==> config.mk <==
export PLATFORM = sky130hd
export DESIGN_NAME = msi_req_seq
export DESIGN_NICKNAME = d
export VERILOG_FILES = /design/src/rtl/msi_seq_pkg.sv /design/src/rtl/msi_fn_cfg.sv /design/src/rtl/msi_vec_map.sv /design/src/rtl/msi_issue_ctl.sv /design/src/rtl/msi_req_seq.sv
export SDC_FILE = /design/constraint.sdc
export NUM_CORES = 1
export LEC_CHECK = 0
export ABC_AREA = 1
export BUFFER_PORTS_ARGS = -buffer_cell sky130_fd_sc_hd__buf_2
export CORE_MARGIN = 4
export CORE_UTILIZATION = 56
export CTS_CLUSTER_DIAMETER = 30
export DETAILED_ROUTE_END_ITERATION = 8
export PLACE_DENSITY = 0.91
export SLEW_MARGIN = 20
export SYNTH_ARGS = -nofsm -noshare
export SYNTH_HDL_FRONTEND = slang
export SYNTH_SLANG_ARGS = --single-unit
==> constraint.sdc <==
create_clock -name clk -period 2.05 [get_ports clk]
set_input_delay 0.205 -clock clk [delete_from_list [all_inputs] [get_ports clk]]
set_output_delay 0.205 -clock clk [all_outputs]
set_load 0.02 [all_outputs]
==> src/rtl/msi_seq_pkg.sv <==
package msi_seq_pkg;

  typedef enum logic [1:0] {
    ST_IDLE  = 2'd0,
    ST_WAIT  = 2'd1,
    ST_RETRY = 2'd2
  } seq_state_e;

  localparam int MME_W  = 3;
  localparam int ATTR_W = 3;

endpackage

==> src/rtl/msi_fn_cfg.sv <==
module msi_fn_cfg #(
  parameter int NUM_FN = 4,
  parameter int FN_W   = 8,
  localparam int MME_W = msi_seq_pkg::MME_W
) (
  input  logic [FN_W-1:0]         fn,
  input  logic [NUM_FN-1:0]       en_all,
  input  logic [MME_W*NUM_FN-1:0] mme_all,
  output logic                    fn_en,
  output logic [MME_W-1:0]        fn_mme
);

  always_comb begin
    fn_en  = 1'b0;
    fn_mme = '0;
    for (int i = 0; i < NUM_FN; i++) begin
      if (fn == FN_W'(i)) begin
        fn_en  = en_all[i];
        fn_mme = mme_all[MME_W*i +: MME_W];
      end
    end
  end

endmodule

==> src/rtl/msi_vec_map.sv <==
module msi_vec_map #(
  parameter int VEC_W = 32,
  localparam int IDX_W = $clog2(VEC_W),
  localparam int MME_W = msi_seq_pkg::MME_W
) (
  input  logic [IDX_W-1:0] idx,
  input  logic [MME_W-1:0] mme,
  output logic [VEC_W-1:0] vec
);

  logic [IDX_W-1:0] mask;
  logic [IDX_W-1:0] clipped;

  // Allowed count is 2^code; count-1 has its low 'code' bits set.
  // Codes beyond IDX_W saturate to the full vector width.
  for (genvar i = 0; i < IDX_W; i++) begin : g_mask
    assign mask[i] = (int'(mme) > i);
  end

  assign clipped = idx & mask;

  for (genvar b = 0; b < VEC_W; b++) begin : g_dec
    assign vec[b] = (clipped == IDX_W'(b));
  end

endmodule

==> src/rtl/msi_issue_ctl.sv <==
module msi_issue_ctl
  import msi_seq_pkg::*;
#(
  parameter int VEC_W = 32,
  parameter int FN_W  = 8
) (
  input  logic              clk,
  input  logic              rst,
  input  logic              req_valid,
  input  logic [FN_W-1:0]   req_fn,
  input  logic [ATTR_W-1:0] req_attr,
  input  logic              req_en,
  input  logic [VEC_W-1:0]  req_vec,
  input  logic              hold_en,
  input  logic              sent,
  input  logic              fail,
  output logic              ready,
  output logic [VEC_W-1:0]  vec,
  output logic [FN_W-1:0]   fn,
  output logic [ATTR_W-1:0] attr,
  output logic              drop
);

  seq_state_e        st_q;
  logic [VEC_W-1:0]  vec_q;
  logic [VEC_W-1:0]  save_q;
  logic [FN_W-1:0]   fn_q;
  logic [ATTR_W-1:0] attr_q;
  logic              drop_q;

  always_ff @(posedge clk) begin
    if (rst) begin
      st_q   <= ST_IDLE;
      vec_q  <= '0;
      save_q <= '0;
      fn_q   <= '0;
      attr_q <= '0;
      drop_q <= 1'b0;
    end else begin
      vec_q  <= '0;
      drop_q <= 1'b0;
      case (st_q)
        ST_IDLE: begin
          if (req_valid) begin
            if (req_en) begin
              fn_q   <= req_fn;
              attr_q <= req_attr;
              save_q <= req_vec;
              vec_q  <= req_vec;
              st_q   <= ST_WAIT;
            end else begin
              drop_q <= 1'b1;
            end
          end
        end
        ST_WAIT: begin
          if (fail) begin
            if (hold_en) begin
              st_q <= ST_RETRY;
            end else begin
              drop_q <= 1'b1;
              st_q   <= ST_IDLE;
            end
          end else if (sent) begin
            st_q <= ST_IDLE;
          end
        end
        ST_RETRY: begin
          vec_q <= save_q;
          st_q  <= ST_WAIT;
        end
        default: st_q <= ST_IDLE;
      endcase
    end
  end

  assign ready = (st_q == ST_IDLE);
  assign vec   = vec_q;
  assign fn    = fn_q;
  assign attr  = attr_q;
  assign drop  = drop_q;

  assert_vec_onehot_R1: assert property (@(posedge clk) disable iff (rst)
    $onehot0(vec_q));

  assert_pulse_width_R1: assert property (@(posedge clk) disable iff (rst)
    (|vec_q) |=> (vec_q == '0));

  assert_busy_blocks_R3: assert property (@(posedge clk) disable iff (rst)
    (|vec_q) |-> !ready);

  assert_hold_stable_R2: assert property (@(posedge clk) disable iff (rst)
    !ready |=> ($stable(fn_q) && $stable(attr_q)));

  assert_retry_same_R4: assert property (@(posedge clk) disable iff (rst)
    (st_q == ST_WAIT && fail && hold_en) |=> ##1 (vec_q == save_q && vec_q != '0));

  assert_drop_apart_R6: assert property (@(posedge clk) disable iff (rst)
    !(drop_q && (|vec_q)));

  assert_abandon_R7: assert property (@(posedge clk) disable iff (rst)
    (st_q == ST_WAIT && fail && !hold_en) |=> (drop_q && ready));

endmodule

==> src/rtl/msi_req_seq.sv <==
module msi_req_seq #(
  parameter int NUM_FN = 4,
  parameter int FN_W   = 8,
  parameter int VEC_W  = 32,
  localparam int IDX_W = $clog2(VEC_W),
  localparam int MME_W = msi_seq_pkg::MME_W,
  localparam int ATTR_W = msi_seq_pkg::ATTR_W
) (
  input  logic                    clk,
  input  logic                    rst,
  input  logic                    req_valid,
  output logic                    req_ready,
  input  logic [FN_W-1:0]         req_fn,
  input  logic [IDX_W-1:0]        req_idx,
  input  logic [ATTR_W-1:0]       req_attr,
  input  logic [NUM_FN-1:0]       fn_en,
  input  logic [MME_W*NUM_FN-1:0] fn_mme,
  output logic [VEC_W-1:0]        msi_vec,
  output logic [FN_W-1:0]         msi_fn,
  output logic [ATTR_W-1:0]       msi_attr,
  input  logic                    msi_sent,
  input  logic                    msi_fail,
  output logic                    req_drop
);

  logic             rq_en;
  logic [MME_W-1:0] rq_mme;
  logic             hd_en;
  logic [MME_W-1:0] hd_mme;
  logic [VEC_W-1:0] rq_vec;

  msi_fn_cfg #(.NUM_FN(NUM_FN), .FN_W(FN_W)) u_cfg_req (
    .fn(req_fn), .en_all(fn_en), .mme_all(fn_mme),
    .fn_en(rq_en), .fn_mme(rq_mme)
  );

  msi_fn_cfg #(.NUM_FN(NUM_FN), .FN_W(FN_W)) u_cfg_hold (
    .fn(msi_fn), .en_all(fn_en), .mme_all(fn_mme),
    .fn_en(hd_en), .fn_mme(hd_mme)
  );

  msi_vec_map #(.VEC_W(VEC_W)) u_map (
    .idx(req_idx), .mme(rq_mme), .vec(rq_vec)
  );

  msi_issue_ctl #(.VEC_W(VEC_W), .FN_W(FN_W)) u_ctl (
    .clk(clk), .rst(rst),
    .req_valid(req_valid), .req_fn(req_fn), .req_attr(req_attr),
    .req_en(rq_en), .req_vec(rq_vec), .hold_en(hd_en),
    .sent(msi_sent), .fail(msi_fail),
    .ready(req_ready), .vec(msi_vec), .fn(msi_fn), .attr(msi_attr),
    .drop(req_drop)
  );

  logic unused_hd;
  assign unused_hd = ^hd_mme;

endmodule

==> results.md <==
* Status: complete, no violations
* Layout cells sized above 1 at 24.3%
* Io pins at 82
* HPWL Detailed at 5190 um
* Top post-synthesis cells by area: dfxtp_1, nand2_1, a21oi_1
* Chip height at 81.8 um
* WHS Path Cells at 3
* Tmin final at 1.74 ns
* Worst Reg-to-Reg Cells at 7
* Clock Latency Late Sink at 0.35 ns
* Core area at 5200 um2
* Clock Tree Buf Depth at 2
* Synth Area in Simple Gates at 27.8%
* Routed len/inst at 13.1 um
* TNS Setup at 0 ns
* Post-CTS Resized at 0
* Syn avg cell area at 7.58 um2
* Max Cap Violations at 0
* Synth warn at 0
* Post-synthesis compound-gate area fraction at 13.9%
* Nets at 517
* Die area at 6690 um2
* Clock transition at path regs at 0.08 ns
* Leakage at 0.00166 uW
* Area of the multi-input gates at 1270 um2
* IO Port Bufs at 81
* Most instantiated cells after synthesis: nand2_1, dfxtp_1, a21oi_1
* Sequential fraction of the synthesis area at 51.2%
* Peak supply drop at 0.691 mV
* Synth Cell Area at 3050 um2
* Vias in the first global route at 2734
* Number of synthesized register bits at 78
* Vias at 2889
* Final wirelength at 7280 um
* Die Span X at 81.8 um
* CTS Root Cell: clkbuf_8
* Num Clock Sinks at 78
* Critical Path Source Type: register
* Critical path type: reg2reg
* # rows at 26
* Largest net degree at the start of global routing at 35
* Unrepaired setup endpoints after global routing: no
* Largest family of logic cells by synthesized area: simple AND/OR/NAND/NOR gates
* Grt total ovfl at 0
* Filler Cell Count at 410
* Vias per cell at 5.21
* Post-CTS Setup Inserts at 0
* Worst-Margin Slew at 0.505 ns
* Pre-antenna DRT Iters at 4
* Post-Synthesis Net Count at 439
* Hold Crit Class: in2reg
* CTS tree: yes
* DRC viols at 0
* Antenna viol nets, final at 0
* Drt first-iter violations at 235
* Fmax at 575 MHz
* Final Setup Violations at 0
* Synthesis-to-finish area growth at 22.8%
* Number of buffers created by CTS at 9
* Initial Util at 58.6%
* First-pass GRT wire length at 12100 um
* Multiplexer area fraction after synthesis at 0%
* CP arrival at 2.00 ns
* Worst clock skew at 0.00555 ns
* Max H-tree Level at 3
* Final hold vios at 0
* Pwr dens at 815 nW/um2
* Top_reg_cell synth: dfxtp_1
* Final worst-path cycle share at 84.9%
* Inserted Diodes at 0
* Count of hold-fix buffers inserted at cts at 0
* Final Max Slew Viols at 0
* Most frequent cell after synthesis: nand2_1
* FF+latch area at 1560 um2
* Post-Synth XOR/XNOR Area at 0%
* Gr usage total at 23.7%
* Final RePlAce weighted congestion at 0.949
* Cells after Synth at 402
* Post-synth top area cell: dfxtp_1
* Smallest hold slack at 0.112 ns
* Ys async rst share at 0%
* Critical path capture point type: register
* Synth top area share at 51.2%
* Cell variety after synth at 26
* Data required, critical path at 2.31 ns
* Initial antenna violation count at 0
* Slew margin rel. at 66.3%
* Post-synth EDFFs at 0
* Critical path peak fanout at 16
* Adder-cell share of the synthesized area at 0%
-- state kept, by name, indices dropped and copies added, names as in the netlist --
name          cells
u_ctl.attr        3
u_ctl.fn          8
u_ctl.st_q        2
u_ctl.drop        1
u_ctl.vec        32
u_ctl.save_q     32
-- cells in the final DEF (no fill, tap or decap) --
master / netlist / layout
o21ai_2: 1 / 1
buf_2: 1 / 81
o21ai_0: 2 / 2
nand3_2: 1 / 1
a21oi_4: 1 / 1
inv_1: 25 / 25
nand4_1: 3 / 3
a211oi_1: 2 / 2
buf_12: 0 / 1
nor2_4: 4 / 4
inv_6: 0 / 1
nor3_1: 7 / 7
a21oi_1: 68 / 68
dfxtp_1: 78 / 78
o211ai_1: 1 / 1
nand3_1: 30 / 30
clkbuf_8: 0 / 11
clkinv_2: 0 / 1
nor2_1: 32 / 32
a21oi_2: 1 / 1
a32oi_1: 1 / 1
nor2_2: 2 / 2
nand3b_1: 1 / 1
nand2_1: 116 / 116
bufinv_16: 0 / 3
nand2_2: 2 / 2
a22o_1: 1 / 1
buf_4: 5 / 5
inv_2: 3 / 3
-- layer usage --
layer	routed length [um]	GRT usage, %	part of all wire (%)	vias up
met5	0	0	0	-
met4	170	10.8	2.3	0
met3	503	6.80	6.9	21
met2	3510	38.2	48	98
met1	3090	29.3	43	1314
li1	-	-	-	1456
-- logic make-up (layout without fill, tap and decap cells) --
family	Yosys count	count (layout)
flops	78	78
simple gates	198	198
compound gates	78	78
buf+inv	48	131
-- area by class of cell --
type	instances	area share, %
clock inverter	5	2.77
clock buffer	11	4.04
sequential	78	41.7
timing repair buffer	87	12.4
inverter	28	2.81
multi-input combinational	276	34.0
tap	70	2.34
-- per-stage QoR --
stage	instances	instance area, um2	util (%)	setup slack (ns)	power (uW)
final	555	3740	71.9	0.310	3050
after global routing	555	3740	71.9	0.203	3150
after CTS	555	3740	71.9	0.351	3060
after detailed placement	539	3490	67.0	0.147	1650
after global placement	539	3490	67.0	0.221	1650
after floorplan	402	3050	-	0.455	1600
-- critical path, stage by stage, from the launching register on --
cell,delay (ns)
dfxtp_1,0.33
nor2_1,0.18
inv_1,0.06
nor2_1,0.17
o21ai_2,0.17
a21oi_4,0.36
nand3_1,0.18
a21oi_1,0.19
-- final timing paths --
| path | from | to | slack [ns] |
|---|---|---|---|
| worst max-delay path | u_ctl.st_q[1] | u_ctl.vec[9] | 0.31 |
| worst min-delay path | req_attr[1] | u_ctl.attr[1] | 0.11 |
| worst max register to register | u_ctl.st_q[1] | u_ctl.vec[9] | 0.31 |
| worst min register to register | u_ctl.save_q[0] | u_ctl.save_q[0] | 0.47 |
-- power by group --
group	internal [uW]	switching, uW
Sequential	1520	0.691
Combinational	40.3	63.8
Clock	878	553
Total	2430	618
No activity file was read; power rests on OpenSTA's default activity.
